**src/rtl/ptlb_pkg.sv**
```systemverilog
package ptlb_pkg;
  localparam int PID_W      = 3;
  localparam int CTX_W      = 13;
  localparam int VA_W       = 48;
  localparam int PAGE_SHIFT = 13;
  localparam int VPN_W      = VA_W - PAGE_SHIFT;
  localparam int PPN_W      = 28;
  localparam int TAG_W      = 2 + PID_W + CTX_W + VPN_W;
  localparam int DATA_W     = 1 + PPN_W;

  typedef logic [PID_W-1:0] pid_t;
  typedef logic [CTX_W-1:0] ctx_t;
  typedef logic [VPN_W-1:0] vpn_t;
  typedef logic [PPN_W-1:0] ppn_t;
  typedef logic [VA_W-1:0]  va_t;

  typedef enum logic [1:0] {
    MNT_FLUSH = 2'd0,
    MNT_PART  = 2'd1,
    MNT_CTX   = 2'd2,
    MNT_PAGE  = 2'd3
  } mnt_op_e;

  typedef struct packed {
    logic valid;
    logic lock;
    logic is_real;
    pid_t pid;
    ctx_t ctx;
    vpn_t vpn;
    ppn_t ppn;
  } ent_t;

  function automatic vpn_t page_of(input va_t va);
    return va[VA_W-1:PAGE_SHIFT];
  endfunction

  function automatic logic lookup_match(input ent_t e, input pid_t pid,
                                        input logic rl, input ctx_t ctx,
                                        input vpn_t vpn);
    logic ctx_ok;
    ctx_ok = rl ? 1'b1 : (e.ctx == ctx);
    return e.valid && (e.pid == pid) && (e.is_real == rl) &&
           (e.vpn == vpn) && ctx_ok;
  endfunction

  function automatic logic demap_match(input ent_t e, input mnt_op_e op,
                                       input pid_t pid, input logic rl,
                                       input ctx_t ctx, input vpn_t vpn);
    logic m;
    case (op)
      MNT_FLUSH: m = 1'b1;
      MNT_PART:  m = (e.pid == pid) && !e.lock;
      MNT_CTX:   m = (e.pid == pid) && (e.ctx == ctx);
      default:   m = (e.pid == pid) && (e.is_real == rl) && (e.vpn == vpn) &&
                     (rl || (e.ctx == ctx));
    endcase
    return e.valid && m;
  endfunction

  function automatic logic [TAG_W-1:0] tag_word(input ent_t e);
    return {e.valid, e.is_real, e.pid, e.ctx, e.vpn};
  endfunction

  function automatic logic [DATA_W-1:0] data_word(input ent_t e);
    return {e.lock, e.ppn};
  endfunction
endpackage

```
**src/rtl/ptlb_match.sv**
```systemverilog
module ptlb_match
  import ptlb_pkg::*;
#(
  parameter int N = 8
) (
  input  ent_t         ents [N],
  input  pid_t         q_pid,
  input  logic         q_real,
  input  ctx_t         q_ctx,
  input  vpn_t         q_vpn,
  output logic [N-1:0] hit
);
  for (genvar i = 0; i < N; i++) begin : g_cmp
    assign hit[i] = lookup_match(ents[i], q_pid, q_real, q_ctx, q_vpn);
  end
endmodule

```
**src/rtl/ptlb_pick.sv**
```systemverilog
module ptlb_pick #(
  parameter int N    = 8,
  localparam int IW  = $clog2(N)
) (
  input  logic [N-1:0]  req,
  output logic          any,
  output logic [IW-1:0] idx,
  output logic          multi
);
  always_comb begin
    idx = '0;
    for (int i = N - 1; i >= 0; i--) begin
      if (req[i]) idx = IW'(i);
    end
  end
  assign any   = |req;
  assign multi = |(req & (req - 1'b1));
endmodule

```
**src/rtl/ptlb_victim.sv**
```systemverilog
module ptlb_victim #(
  parameter int N    = 8,
  localparam int IW  = $clog2(N)
) (
  input  logic [N-1:0]  valid,
  input  logic [N-1:0]  used,
  input  logic [N-1:0]  lock,
  output logic [IW-1:0] idx
);
  logic [N-1:0]  free_v;
  logic [N-1:0]  cold_v;
  logic          free_any;
  logic          cold_any;
  logic          free_multi;
  logic          cold_multi;
  logic [IW-1:0] free_idx;
  logic [IW-1:0] cold_idx;

  assign free_v = ~valid;
  assign cold_v = ~used & ~lock;

  ptlb_pick #(.N(N)) u_free (.req(free_v), .any(free_any), .idx(free_idx), .multi(free_multi));
  ptlb_pick #(.N(N)) u_cold (.req(cold_v), .any(cold_any), .idx(cold_idx), .multi(cold_multi));

  logic unused_ok;
  assign unused_ok = free_multi ^ cold_multi;

  always_comb begin
    if (free_any)      idx = free_idx;
    else if (cold_any) idx = cold_idx;
    else               idx = IW'(N - 1);
  end
endmodule

```
**src/rtl/ptlb.sv**
```systemverilog
module ptlb
  import ptlb_pkg::*;
#(
  parameter int  ENTRIES = 8,
  localparam int IDX_W   = $clog2(ENTRIES)
) (
  input  logic              clk,
  input  logic              rst_n,
  input  logic              lk_valid,
  input  logic [PID_W-1:0]  lk_pid,
  input  logic              lk_real,
  input  logic [CTX_W-1:0]  lk_ctx,
  input  logic [VA_W-1:0]   lk_va,
  output logic              lk_hit,
  output logic [IDX_W-1:0]  lk_idx,
  output logic [PPN_W-1:0]  lk_ppn,
  output logic              lk_multi,
  input  logic              ins_valid,
  input  logic [PID_W-1:0]  ins_pid,
  input  logic              ins_real,
  input  logic [CTX_W-1:0]  ins_ctx,
  input  logic [VA_W-1:0]   ins_va,
  input  logic [PPN_W-1:0]  ins_ppn,
  input  logic              ins_lock,
  input  logic              mnt_valid,
  input  logic [1:0]        mnt_op,
  input  logic [PID_W-1:0]  mnt_pid,
  input  logic              mnt_real,
  input  logic [CTX_W-1:0]  mnt_ctx,
  input  logic [VA_W-1:0]   mnt_va,
  input  logic [IDX_W-1:0]  dg_idx,
  output logic [TAG_W-1:0]  dg_tag,
  output logic [DATA_W-1:0] dg_data
);
  ent_t               ents [ENTRIES];
  logic [ENTRIES-1:0] used_q;
  logic [ENTRIES-1:0] valid_vec;
  logic [ENTRIES-1:0] lock_vec;

  for (genvar i = 0; i < ENTRIES; i++) begin : g_vec
    assign valid_vec[i] = ents[i].valid;
    assign lock_vec[i]  = ents[i].lock;
  end

  // lookup compare and priority
  logic [ENTRIES-1:0] hit_vec;
  logic               hit_any;
  logic               hit_multi;
  logic [IDX_W-1:0]   hit_idx;

  ptlb_match #(.N(ENTRIES)) u_match (
    .ents(ents), .q_pid(lk_pid), .q_real(lk_real), .q_ctx(lk_ctx),
    .q_vpn(page_of(lk_va)), .hit(hit_vec)
  );

  ptlb_pick #(.N(ENTRIES)) u_hitpick (
    .req(hit_vec), .any(hit_any), .idx(hit_idx), .multi(hit_multi)
  );

  wire lk_take = lk_valid && hit_any;

  // maintenance clear mask
  mnt_op_e            op_e;
  logic [ENTRIES-1:0] mnt_clr;
  assign op_e = mnt_op_e'(mnt_op);

  for (genvar i = 0; i < ENTRIES; i++) begin : g_dm
    assign mnt_clr[i] = mnt_valid &&
      demap_match(ents[i], op_e, mnt_pid, mnt_real, mnt_ctx, page_of(mnt_va));
  end

  // insert slot choice
  logic [IDX_W-1:0]   vic_idx;
  logic               ins_go;
  logic [ENTRIES-1:0] ins_oh;

  ptlb_victim #(.N(ENTRIES)) u_victim (
    .valid(valid_vec), .used(used_q), .lock(lock_vec), .idx(vic_idx)
  );

  assign ins_go = ins_valid && !mnt_valid;
  assign ins_oh = ins_go ? (ENTRIES'(1) << vic_idx) : '0;

  ent_t new_ent;
  always_comb begin
    new_ent         = '0;
    new_ent.valid   = 1'b1;
    new_ent.lock    = ins_lock;
    new_ent.is_real = ins_real;
    new_ent.pid     = ins_pid;
    new_ent.ctx     = ins_ctx;
    new_ent.vpn     = page_of(ins_va);
    new_ent.ppn     = ins_ppn;
  end

  // used-bit bookkeeping for replacement
  logic [ENTRIES-1:0] hit_oh;
  logic [ENTRIES-1:0] touch;
  logic [ENTRIES-1:0] valid_nxt;
  logic [ENTRIES-1:0] used_set;
  logic               used_wrap;
  logic [ENTRIES-1:0] used_nxt;

  assign hit_oh    = lk_take ? (ENTRIES'(1) << hit_idx) : '0;
  assign touch     = (hit_oh & ~mnt_clr) | ins_oh;
  assign valid_nxt = (valid_vec & ~mnt_clr) | ins_oh;
  assign used_set  = (used_q & ~mnt_clr) | touch;
  assign used_wrap = (|touch) && ((used_set & valid_nxt) == valid_nxt);
  assign used_nxt  = (used_wrap ? touch : used_set) & valid_nxt;

  always_ff @(posedge clk or negedge rst_n) begin
    if (!rst_n) begin
      for (int i = 0; i < ENTRIES; i++) ents[i] <= '0;
      used_q   <= '0;
      lk_hit   <= 1'b0;
      lk_idx   <= '0;
      lk_ppn   <= '0;
      lk_multi <= 1'b0;
    end else begin
      for (int i = 0; i < ENTRIES; i++) begin
        if (ins_oh[i])       ents[i]       <= new_ent;
        else if (mnt_clr[i]) ents[i].valid <= 1'b0;
      end
      used_q   <= used_nxt;
      lk_hit   <= lk_take;
      lk_idx   <= lk_take ? hit_idx : '0;
      lk_ppn   <= lk_take ? ents[hit_idx].ppn : '0;
      lk_multi <= lk_valid && hit_multi;
    end
  end

  assign dg_tag  = tag_word(ents[dg_idx]);
  assign dg_data = data_word(ents[dg_idx]);
endmodule

```
**config.mk**
```make
export PLATFORM = sky130hd
export DESIGN_NAME = ptlb
export DESIGN_NICKNAME = d
export VERILOG_FILES = /design/src/rtl/ptlb_pkg.sv /design/src/rtl/ptlb_match.sv /design/src/rtl/ptlb_pick.sv /design/src/rtl/ptlb_victim.sv /design/src/rtl/ptlb.sv
export SDC_FILE = /design/constraint.sdc
export NUM_CORES = 2
export LEC_CHECK = 0
export BUFFER_PORTS_ARGS = -buffer_cell sky130_fd_sc_hd__buf_4
export CORE_MARGIN = 3
export CORE_UTILIZATION = 40
export CTS_CLUSTER_SIZE = 30
export DETAILED_ROUTE_END_ITERATION = 6
export GPL_TIMING_DRIVEN = 0
export PLACE_DENSITY_LB_ADDON = 0.1
export RECOVER_POWER = 25
export SYNTH_ARGS = -nofsm -noshare
export SYNTH_HDL_FRONTEND = slang
export SYNTH_HIERARCHICAL = 1
export SYNTH_SLANG_ARGS = --single-unit
```
**constraint.sdc**
```tcl
create_clock -name clk -period 4 [get_ports clk]
set_clock_uncertainty 0.15 [all_clocks]
set_input_delay 0.4 -clock clk [delete_from_list [all_inputs] [get_ports clk]]
set_output_delay 0.4 -clock clk [all_outputs]
set_load 0.1 [all_outputs]
```
==> run_results.csv <==
group,metric,value,unit
synthesis,syn_inst,3365,
grt,overflow,0,
floorplan,num_io_pins,349,
clocking,path_clk_slew,0.07,ns
worst_setup_path,reg2reg_slack,-1.03,ns
sta,min_period,5.03,ns
place,placed_cells,4967,
power,power_density,689,mW/mm2
sta,rsz0062_at_grt,"true",
worst_hold_path,hold_path_class,"primary input to flip-flop",
grt,first_global_vias,32000,
place,place_hpwl,156000,um
place,placed_area,0.0466,mm2
synthesis,synth_area_per_cell,12.8,um2
clocking,cts_root_buf,"clkbuf_16",
grt,grt_util_all_layers,35.5,%
floorplan,core_area,0.106,mm2
grt,grt_max_degree,114,
worst_setup_path,worstPathCellList,"xnor2_4, nand4_1, nor4_2, nand2_1, nor4_4, buf_4, nand2b_4, a21oi_2, o21bai_1, a21oi_2, buf_6, buf_4, o31ai_4, nand3b_1, a31oi_1, o2bb2ai_1, nor4b_4, a211oi_4, o22ai_1",
finish,fill_cells,9749,
detailed_routing,vias,32200,
power,clkPwrFrac,22.6,%
floorplan,rows,119,
power,power_frac_seq,38.2,%
finish,syn_to_final_growth,19.3,%
power,p_sw,0.0152,W
finish,final_nets,4006,
power,vdd_drop_max,0.592,mV
power,intPower,0.0201,W
clocking,h-tree-depth,3,
worst_setup_path,cp-end-kind,"flip-flop",
finish,design_area,0.0513,mm2
worst_setup_path,worstPathArrival,5.40,ns
sta,setup_violations,76,
clocking,cts_tree,"built",
detailed_routing,drt_wl_total,201000,um
clocking,cts_sinks,697,
worst_setup_path,critical_path.startpoint,"ents[137]",
place,gp_congestion,1.05,
synthesis,synth_area,0.0430,mm2
grt,grt_pass1_wl,273000,um
synthesis,syn-num-nets,3602,
sta,worst_slew_pin_slew,1.64,ns
place,port_buffers,202,
worst_hold_path,worstHoldStart,"mnt_valid",
floorplan,dieHeight,334,um
floorplan,die_w,334,um
sta,slew_headroom,-9.36,%
worst_setup_path,slowest_delay,0.53,ns
status,failed_checks,"capacitance limit, slew limit, setup timing",
clocking,insertion_delay,0.70,ns
detailed_routing,drcViolationCount,0,
sta,fin_ws,-1.03,ns
worst_setup_path,crit_path_start_kind,"flip-flop",
clocking,numCtsBuffers,82,
status,status,"finished with violations",
floorplan,dieArea,0.111,mm2
detailed_routing,wl_per_cell,38.4,um
sta,slew_violations,64,
sta,fmax,199,MHz
sta,period_share,126,%
detailed_routing,drtIter0Drc,3130,
synthesis,ys_warn_count,6,
finish,fin_cells,5229,
worst_setup_path,timing.rr.start,"ents[137]",
sta,finalHoldViolations,0,
sta,tns,-16.76,ns
floorplan,start_util,40.6,%
grt,antenna_found_initial,27,
worst_setup_path,critPathSlowestCell,"nand4_1",
worst_setup_path,path_class,"flip-flop to flip-flop",
power,fin_total_pwr,0.0353,W
power,swShare,43.0,%
detailed_routing,drt-pass1-iter-count,6,
worst_setup_path,crit_fanout,8,
flow_run,maxCapViolCount,2,
finish,drive_gt1_share,40.9,%
detailed_routing,ant_nets,0,
worst_setup_path,required,4.37,ns
power,combinationalPowerShare,39.2,%
detailed_routing,avgViaCountPerCell,6.16,
clocking,cts_max_path_buffers,3,
power,cellLeakagePower,21.1,nW
## layer usage
metal	track usage [%]	part of all wire (%)	up-vias
li1	-	-	13100
met1	51.4	44	17400
met2	52.5	43	1461
met3	8.62	8.6	301
met4	11.3	3.6	22
met5	0	0.070	-
## placed cells by master (no fill, tap or decap), types with 12 or more instances in the layout
cell type and n:
clkbuf_8 24, nand3_1 27, nor4_1 63, buf_4 203
clkbuf_2 44, mux2i_1 23, nand4_1 143, xnor2_1 569
clkbuf_16 85, mux4_2 220, clkbuf_4 23, xnor2_2 16
o21ai_0 16, nor3_1 27, a21oi_1 20, clkbuf_1 115
nor4_2 12, buf_12 15, nand2_1 44, dfrtp_1 689
buf_6 33, dlygate4sd3_1 83, inv_1 49, nor2_1 59
buf_1 14, mux2_2 728, buf_2 42, xor2_1 213
## registers in the layout, indices dropped and copies added, names as in the netlist
name,flops
ents,656
lk_ppn,28
used_q,8
lk_idx,3
lk_hit,1
lk_multi,1
## per-stage QoR
| step | utilization (%) | hold slack (ns) | worst slack [ns] |
|---|---|---|---|
| floorplan | - | -0.0456 | -0.0540 |
| global placement | 43.7 | 0.351 | -6.20 |
| detailed placement | 44.0 | 0.248 | -2.47 |
| CTS | 48.3 | 0.00173 | -0.900 |
| global route | 48.4 | 0.0497 | -1.17 |
| finish | 48.4 | 0.0380 | -1.03 |
## critical path: cells and delay by family (launching register included)
family / cells / cell delay (ns)
simple gates: 7 / 1.77
compound gates: 8 / 1.73
flops: 1 / 0.47
buf+inv: 3 / 0.47
xor+xnor: 1 / 0.25
## cell type report
type | count | area (um2) | area share (%)
Clock inverter | 21 | 387 | 0.754
Buffer | 244 | 1650 | 3.23
Sequential cell | 697 | 17500 | 34.0
Inverter | 58 | 218 | 0.424
Clock buffer | 127 | 2480 | 4.84
Antenna cell | 5 | 12.5 | 0.0244
Tap cell | 1391 | 1740 | 3.39
Multi-Input combinational cell | 2365 | 24700 | 48.1
Timing Repair Buffer | 321 | 2650 | 5.16
## power by group through the flow
stage / combinational [W] / clock (W) / sequential (W)
finish: 0.0139 / 0.00799 / 0.0135
global route: 0.0144 / 0.00843 / 0.0136
CTS: 0.0137 / 0.00815 / 0.0133
global placement: 0.0133 / 0 / 0.0133
floorplan: 0.00981 / 0 / 0.0113
detailed placement: 0.0133 / 0 / 0.0134
## final timing paths
kind,endpoint,cells after the start
worst max-delay path,used_q[6],19
worst min-delay path,ents[573],4
worst max register to register,used_q[6],19
worst min register to register,ents[108],1
max in group asynchronous,ents[93],5
min in group asynchronous,ents[380],2
## what timing repair did
| item | in CTS | in global routing |
|---|---|---|
| setup buffers | 18 | 9 |
| hold buffers | 83 | 0 |
| hold endpoints to repair | 722 | 0 |
| pin swaps | 14 | 26 |
| cloned | 0 | 1 |
| setup endpoints to repair | 727 | 560 |
| gates resized for setup | 227 | 60 |
No activity file was read; power rests on OpenSTA's default activity.
